File: src/rtl/alarm_irq_pkg.sv
package alarm_irq_pkg;
  localparam int CMD_W     = 8;
  localparam int NUM_SRC   = 2;
  localparam int SRC_TOD   = 0;
  localparam int SRC_WD    = 1;
  localparam int MASK_BASE = 2;
  localparam int BIT_PULSE = 4;
  localparam int BIT_BPOL  = 5;
  localparam int BIT_ROUTE = 6;
  localparam int BIT_XFER  = 7;
  localparam logic [CMD_W-1:0] CMD_RESET = 8'h0C;
  localparam logic [CMD_W-1:0] FLAG_BITS = 8'h03;

  typedef struct packed {
    logic               wrCmd;
    logic [NUM_SRC-1:0] setFlag;
    logic [NUM_SRC-1:0] clrFlag;
  } strobe_t;
endpackage

File: src/rtl/alarm_irq_ctl.sv
module alarm_irq_ctl
  import alarm_irq_pkg::*;
#(
  parameter int PULSE_CYCLES = 600000
) (
  input  logic               clk,
  input  logic               rstN,
  input  logic               cmdWrEn,
  input  logic               todMatch,
  input  logic               wdExpire,
  input  logic               todRegRd,
  input  logic               wdRegAcc,
  input  logic [NUM_SRC-1:0] srcAct,
  output strobe_t            stb,
  output logic [NUM_SRC-1:0] pulseOn
);
  localparam int CNT_W = $clog2(PULSE_CYCLES + 1);
  localparam logic [CNT_W-1:0] RELOAD = CNT_W'(PULSE_CYCLES - 1);

  always_comb begin
    stb.wrCmd            = cmdWrEn;
    stb.setFlag[SRC_TOD] = todMatch;
    stb.setFlag[SRC_WD]  = wdExpire;
    stb.clrFlag[SRC_TOD] = todRegRd;
    stb.clrFlag[SRC_WD]  = wdRegAcc;
  end

  for (genvar i = 0; i < NUM_SRC; i++) begin : g_pulse
    logic             actPrev;
    logic [CNT_W-1:0] cnt;
    logic             rise;

    assign rise       = srcAct[i] & ~actPrev;
    assign pulseOn[i] = rise | (cnt != '0);

    always_ff @(posedge clk or negedge rstN) begin
      if (!rstN) begin
        actPrev <= 1'b0;
        cnt     <= '0;
      end else begin
        actPrev <= srcAct[i];
        if (rise)            cnt <= RELOAD;
        else if (cnt != '0)  cnt <= cnt - 1'b1;
      end
    end

    // a running pulse never outlasts its programmed width
    p_pulse_bounded_r7: assert property (@(posedge clk) disable iff (!rstN)
      (cnt != '0) |-> (cnt <= RELOAD));
    // a fresh edge always lights the pulse in the same cycle
    p_pulse_starts_r7: assert property (@(posedge clk) disable iff (!rstN)
      (srcAct[i] && !actPrev) |-> pulseOn[i]);
  end
endmodule

File: src/rtl/alarm_irq_dp.sv
module alarm_irq_dp
  import alarm_irq_pkg::*;
(
  input  logic               clk,
  input  logic               rstN,
  input  strobe_t            stb,
  input  logic [CMD_W-1:0]   wrData,
  input  logic [NUM_SRC-1:0] pulseOn,
  output logic [CMD_W-1:0]   cmdQ,
  output logic [NUM_SRC-1:0] srcAct,
  output logic               intAEn,
  output logic               intALvl,
  output logic               intBEn,
  output logic               intBLvl,
  output logic               xferEn
);
  logic [NUM_SRC-1:0] flagQ;
  logic [CMD_W-1:0]   ctrlQ;
  logic [NUM_SRC-1:0] srcOut;
  logic               pulseMode;
  logic               routeTodA;

  for (genvar i = 0; i < NUM_SRC; i++) begin : g_flag
    always_ff @(posedge clk or negedge rstN) begin
      if (!rstN)                flagQ[i] <= 1'b0;
      else if (stb.setFlag[i])  flagQ[i] <= 1'b1;
      else if (stb.clrFlag[i])  flagQ[i] <= 1'b0;
    end
  end

  always_ff @(posedge clk or negedge rstN) begin
    if (!rstN)          ctrlQ <= CMD_RESET & ~FLAG_BITS;
    else if (stb.wrCmd) ctrlQ <= wrData & ~FLAG_BITS;
  end

  assign cmdQ      = (ctrlQ & ~FLAG_BITS) | {{(CMD_W-NUM_SRC){1'b0}}, flagQ};
  assign pulseMode = ctrlQ[BIT_PULSE];
  assign routeTodA = ctrlQ[BIT_ROUTE];
  assign xferEn    = ctrlQ[BIT_XFER];

  for (genvar i = 0; i < NUM_SRC; i++) begin : g_src
    assign srcAct[i] = flagQ[i] & ~ctrlQ[MASK_BASE+i];
    assign srcOut[i] = ~ctrlQ[MASK_BASE+i] & (pulseMode ? pulseOn[i] : flagQ[i]);
  end

  always_comb begin
    if (routeTodA) begin
      intAEn = srcOut[SRC_TOD];
      intBEn = srcOut[SRC_WD];
    end else begin
      intAEn = srcOut[SRC_WD];
      intBEn = srcOut[SRC_TOD];
    end
    intALvl = 1'b0;
    intBLvl = ctrlQ[BIT_BPOL];
  end

  // an alarm event always leaves its flag set
  p_set_wins_r2: assert property (@(posedge clk) disable iff (!rstN)
    stb.setFlag[SRC_TOD] |=> cmdQ[SRC_TOD]);
  // a lone register access clears the watchdog flag
  p_clear_r3: assert property (@(posedge clk) disable iff (!rstN)
    (stb.clrFlag[SRC_WD] && !stb.setFlag[SRC_WD]) |=> !cmdQ[SRC_WD]);
  // host writes never disturb the flags
  p_wr_keeps_flags_r4: assert property (@(posedge clk) disable iff (!rstN)
    (stb.wrCmd && stb.setFlag == '0 && stb.clrFlag == '0) |=> $stable(flagQ));
  // both masks set leaves both outputs released
  p_masked_quiet_r5: assert property (@(posedge clk) disable iff (!rstN)
    (ctrlQ[MASK_BASE] && ctrlQ[MASK_BASE+1]) |-> (!intAEn && !intBEn));
  // level-mode time-of-day alarm reaches A when routed there
  p_route_r10: assert property (@(posedge clk) disable iff (!rstN)
    (!pulseMode && routeTodA && srcAct[SRC_TOD]) |-> intAEn);
  // level-mode watchdog alarm reaches A when swapped
  p_level_swap_r6: assert property (@(posedge clk) disable iff (!rstN)
    (!pulseMode && !routeTodA && srcAct[SRC_WD]) |-> intAEn);
endmodule

File: src/rtl/alarm_irq_router.sv
module alarm_irq_router
  import alarm_irq_pkg::*;
#(
  parameter int PULSE_CYCLES = 600000
) (
  input  logic       clk,
  input  logic       rstN,
  input  logic       cmdWrEn,
  input  logic [7:0] cmdWrData,
  output logic [7:0] cmdRdData,
  input  logic       todMatch,
  input  logic       wdExpire,
  input  logic       todRegRd,
  input  logic       wdRegAcc,
  output logic       intAEn,
  output logic       intALvl,
  output logic       intBEn,
  output logic       intBLvl,
  output logic       xferEn
);
  strobe_t            stb;
  logic [NUM_SRC-1:0] srcAct;
  logic [NUM_SRC-1:0] pulseOn;

  alarm_irq_ctl #(.PULSE_CYCLES(PULSE_CYCLES)) i_ctl (
    .clk      (clk),
    .rstN     (rstN),
    .cmdWrEn  (cmdWrEn),
    .todMatch (todMatch),
    .wdExpire (wdExpire),
    .todRegRd (todRegRd),
    .wdRegAcc (wdRegAcc),
    .srcAct   (srcAct),
    .stb      (stb),
    .pulseOn  (pulseOn)
  );

  alarm_irq_dp i_dp (
    .clk     (clk),
    .rstN    (rstN),
    .stb     (stb),
    .wrData  (cmdWrData),
    .pulseOn (pulseOn),
    .cmdQ    (cmdRdData),
    .srcAct  (srcAct),
    .intAEn  (intAEn),
    .intALvl (intALvl),
    .intBEn  (intBEn),
    .intBLvl (intBLvl),
    .xferEn  (xferEn)
  );

  // output A only ever pulls low
  p_a_sinks_r8: assert property (@(posedge clk) disable iff (!rstN)
    intAEn |-> !intALvl);
  // B level tracks the stored polarity bit
  p_b_polarity_r9: assert property (@(posedge clk) disable iff (!rstN)
    intBLvl == cmdRdData[BIT_BPOL]);
endmodule

File: config.mk
export PLATFORM = sky130hd
export DESIGN_NAME = alarm_irq_router
export DESIGN_NICKNAME = d
export VERILOG_FILES = /design/src/rtl/alarm_irq_pkg.sv /design/src/rtl/alarm_irq_ctl.sv /design/src/rtl/alarm_irq_dp.sv /design/src/rtl/alarm_irq_router.sv
export SDC_FILE = /design/constraint.sdc
export NUM_CORES = 1
export LEC_CHECK = 0
export BUFFER_PORTS_ARGS = -buffer_cell sky130_fd_sc_hd__buf_2
export CAP_MARGIN = 20
export CORE_MARGIN = 10
export CORE_UTILIZATION = 24
export DETAILED_ROUTE_END_ITERATION = 8
export PLACE_DENSITY_LB_ADDON = 0.2
export SLEW_MARGIN = 10
export SYNTH_ARGS = -nofsm -noshare
export SYNTH_HDL_FRONTEND = slang
export SYNTH_HIERARCHICAL = 1
export SYNTH_SLANG_ARGS = --single-unit
File: constraint.sdc
create_clock -name clk -period 2.3 [get_ports clk]
set_input_delay 0.345 -clock clk [delete_from_list [all_inputs] [get_ports clk]]
set_output_delay 0.345 -clock clk [all_outputs]
set_load 0.01 [all_outputs]
==> metrics.cfg <==
[timing]
final_min_period_ns=2.60
grt_setup_unrepaired=true
hold_ws_ns=0.121
finalSetupViolations=2
tightest_slew_ns=0.654
maxClockFrequency_mhz=385
finalMaxSlewViolations=0
worst_case_setup_margin_in_the_final_layout_ns=-0.297
fin_tns_setup_ns=-0.590
finalHoldViolations=0
worst_slew_margin_rel_pct=56.4
finalClockSkew_ns=0.00431
period_share_pct=113

[synth]
post_synthesis_share_of_cell_area_spent_on_and_or_nand_and_nor_gates_pct=23.7
synth.area.top_cells=sky130_fd_sc_hd__dfrtp_1 45%, sky130_fd_sc_hd__xnor2_1 5.3%, sky130_fd_sc_hd__nand2_1 3.4%
synth_seq_area_share_pct=47.4
netlist.top_cell.by_area=sky130_fd_sc_hd__dfrtp_1
syn_inst=260
synth_top_family_by_area=simple AND/OR/NAND/NOR gates
postSynth.asyncResetShare_pct=100
synth.area.mux_share_pct=3.74
yosys_register_bits=50
synthXorXnorAreaFrac_pct=8.61
netlist_area_mm2=0.00265
synth-edff-count=0
syn-num-nets=279
post_synth_num_cell_types=48
yosysTopAreaCellShare_pct=45.4
synth_compound_gate_area_share_pct=9.36
synthesis.area_per_instance_um2=10.2
ys_warn_count=6
adder_and_majority_cell_fraction_of_the_synthesized_area_pct=1.89
synthFlopType=sky130_fd_sc_hd__dfrtp_1

[pwr]
power.share.clock_pct=34.6
comb_power_share_pct=17.9
internal_power_mw=1.59
static_leakage_nw=1.27
power.switching_fraction_pct=27.0
power.sequential.fraction_pct=47.6
p_per_area_mw_per_mm2=667
vdd.ir_drop.worst_mv=0.260
switchingPower_mw=0.586

[setup_path]
crit_fanout=2
critical_path.endpoint_type=primary output
worst_stage_delay_on_the_critical_path_ns=0.56
cpLargestDelayFamily=simple AND/OR/NAND/NOR gates
cp_cell_sequence=or4_4 -> nor4b_4 -> and3_4 -> nand2_2 -> mux2i_2 -> o32ai_1 -> buf_2
cp.buffers_inverters=1
setup.worst_path.class=flip-flop to primary output
timing.critical_path.slowest_stage_cell=sky130_fd_sc_hd__or4_4
cp.arrival_ns=2.25
startpoint_type=flip-flop
worst_ep_required_time_ns=1.96

[finish]
syn2layout_area_growth_pct=23.0
diodes=0
fillers=1167
final_common_cell=sky130_fd_sc_hd__dfrtp_1
layout_common_cells=48 x sky130_fd_sc_hd__dfrtp_1, 35 x sky130_fd_sc_hd__buf_4, 24 x sky130_fd_sc_hd__buf_2
final_layout_size_suffix_gt1_share_pct=28.6
fin_util_pct=30.0
final_cell_count_no_fill=451
fin_nets=329

[min_path]
worstHoldPathType=input port to async pin

[global_routing]
grt_pass1_vias=2124
grt_use_met2_pct=11.8
gr-total-overflow=0
grt_util_all_layers_pct=7.48
grt_max_degree=51
use_met1_pct=9.78
antenna_found_initial=0
grt_pass1_wl_mm=10.1
grt_use_met3_pct=1.39
busiest_layer=met2

[drt]
detail-route-antenna-nets=0
remaining_drc_errors=0
detail_route.vias_per_cell=4.49
drt-pass1-iter-count=3
detailroute.via_count=2026
wire_per_inst_um=12.8
finalWirelength_mm=5.77
drt_iter0_markers=59

[clocking]
ctsHoldBuffers=0
clock_path_buffers=2
clock_pin_slew_reported_for_the_worst_setup_and_hold_paths_after_clock_tree_synthesis_ns=0.10
root_buffer=sky130_fd_sc_hd__clkbuf_8
worstSkewPairLatency_ns=0.31
sinks_on_clock_net=50
tritoncts=done
clock_tree.htree_level_count=2
cts_buffers=5

[die]
num_rows=38
start_util_pct=24.4
dieArea_mm2=0.0156
core_region_area_mm2=0.0108
die_x_um=125
ios=28
chipHeight_um=125

[placement]
detailedPlacementHpwl_mm=4.12
port-buffer-count=24
pre_cts_slack_ns=-0.0106
place.detailed.instances=440
place_congestion=0.717

[status]
run_status=finished with violations
violations=negative setup slack

[run]
cap_violations=0

cells in the mapped netlist (3+ instances only):
library cell,instances
sky130_fd_sc_hd__xnor2_1,16
sky130_fd_sc_hd__nor4_1,7
sky130_fd_sc_hd__xor2_1,10
sky130_fd_sc_hd__o21ai_0,3
sky130_fd_sc_hd__inv_1,9
sky130_fd_sc_hd__nor4b_1,3
sky130_fd_sc_hd__nand4_1,3
sky130_fd_sc_hd__nand3_1,8
sky130_fd_sc_hd__or4_1,6
sky130_fd_sc_hd__or3_1,5
sky130_fd_sc_hd__nor3_1,12
sky130_fd_sc_hd__o31ai_1,8
sky130_fd_sc_hd__ha_1,4
sky130_fd_sc_hd__a21oi_1,9
sky130_fd_sc_hd__nor2_1,18
sky130_fd_sc_hd__nor2b_1,4
sky130_fd_sc_hd__dfrtp_1,48
sky130_fd_sc_hd__and3_1,3
sky130_fd_sc_hd__nand2b_1,6
sky130_fd_sc_hd__nand2_1,24
sky130_fd_sc_hd__o211ai_1,4
sky130_fd_sc_hd__clkbuf_1,3
sky130_fd_sc_hd__mux2_2,7
sky130_fd_sc_hd__buf_4,8
worst paths after layout:
path,slack [ns],depth (start not counted),startpoint,to
max,-0.30,7,i_ctl/g_pulse[0].cnt[7]$_DFFE_PN0P_,intAEn
min,0.12,2,rstN,i_ctl/g_pulse[1].cnt[16]$_DFFE_PN0P_
max reg2reg,0.22,6,i_ctl/g_pulse[0].cnt[11]$_DFFE_PN0P_,i_ctl/g_pulse[0].cnt[17]$_DFFE_PN0P_
min reg2reg,0.53,1,i_ctl/g_pulse[0].cnt[1]$_DFFE_PN0P_,i_ctl/g_pulse[0].cnt[1]$_DFFE_PN0P_
max in group asynchronous,1.72,2,rstN,i_ctl/g_pulse[0].cnt[15]$_DFFE_PN0P_
min in group clk,0.21,2,wdExpire,i_dp/flagQ[1]$_DFFE_PN0P_
logic make-up after synthesis:
logic type               count (synthesis)
adder cells (fa/ha/maj)                  4
flip-flops                              50
multiplexers                             9
AO/OA/AOI/OAI                           35
AND/OR/NAND/NOR                        110
other                                    1
buffers and inverters                   25
XOR/XNOR                                26
worst reg2reg max path, delay by kind of cell, from the launching register on:
| family | cells | cell delay (ns) |
|---|---|---|
| xor gates and xnor gates | 1 | 0.16 |
| buffers and inverters | 1 | 0.17 |
| DFF | 1 | 0.39 |
| and+or+nand+nor | 4 | 1.26 |
per-stage QoR:
step	instance area, µm²	total power, mW
after floorplan	2650	1.28
after global placement	3080	1.44
after detailed placement	3080	1.44
after CTS	3240	2.21
after global routing	3260	2.29
final	3260	2.17
power groups by stage:
stage,clock network (mW),registers (mW),logic (mW)
after floorplan,0,1.05,0.223
after global placement,0,1.05,0.390
after detailed placement,0,1.05,0.392
after CTS,0.783,1.03,0.396
after global routing,0.804,1.05,0.440
final,0.750,1.03,0.388
final cells by class:
cell class | instances | area, µm² | area share [%]
clock inverters | 3 | 68.8 | 2.11
repair buffers | 59 | 383 | 11.8
well taps | 140 | 175 | 5.38
inverters | 9 | 33.8 | 1.04
multi-input cells | 185 | 1270 | 39.1
flip-flops and latches | 50 | 1250 | 38.5
clock buffers | 5 | 68.8 | 2.11
sequential cells by signal (all words and copies together), names as in the netlist:
register               count
i_ctl/g_pulse.actPrev      2
i_dp/flagQ                 2
i_dp/ctrlQ                 6
i_ctl/g_pulse.cnt         40
layer usage:
metal	vias up	part of all wire [%]	wire length, µm
li1	1016	-	-
met1	978	50	2890
met2	25	45	2610
met3	7	2.8	160
met4	0	1.9	108
met5	-	0	0
what timing repair did:
| item | 4_1_cts | 5_1_grt |
|---|---|---|
| endpoints found under the setup margin | 2 | 2 |
| setup buffers | 2 | 1 |
| gates resized for setup | 2 | 2 |
| pin swaps | 4 | 1 |
Note: power is estimated with default switching activity, not from simulation.
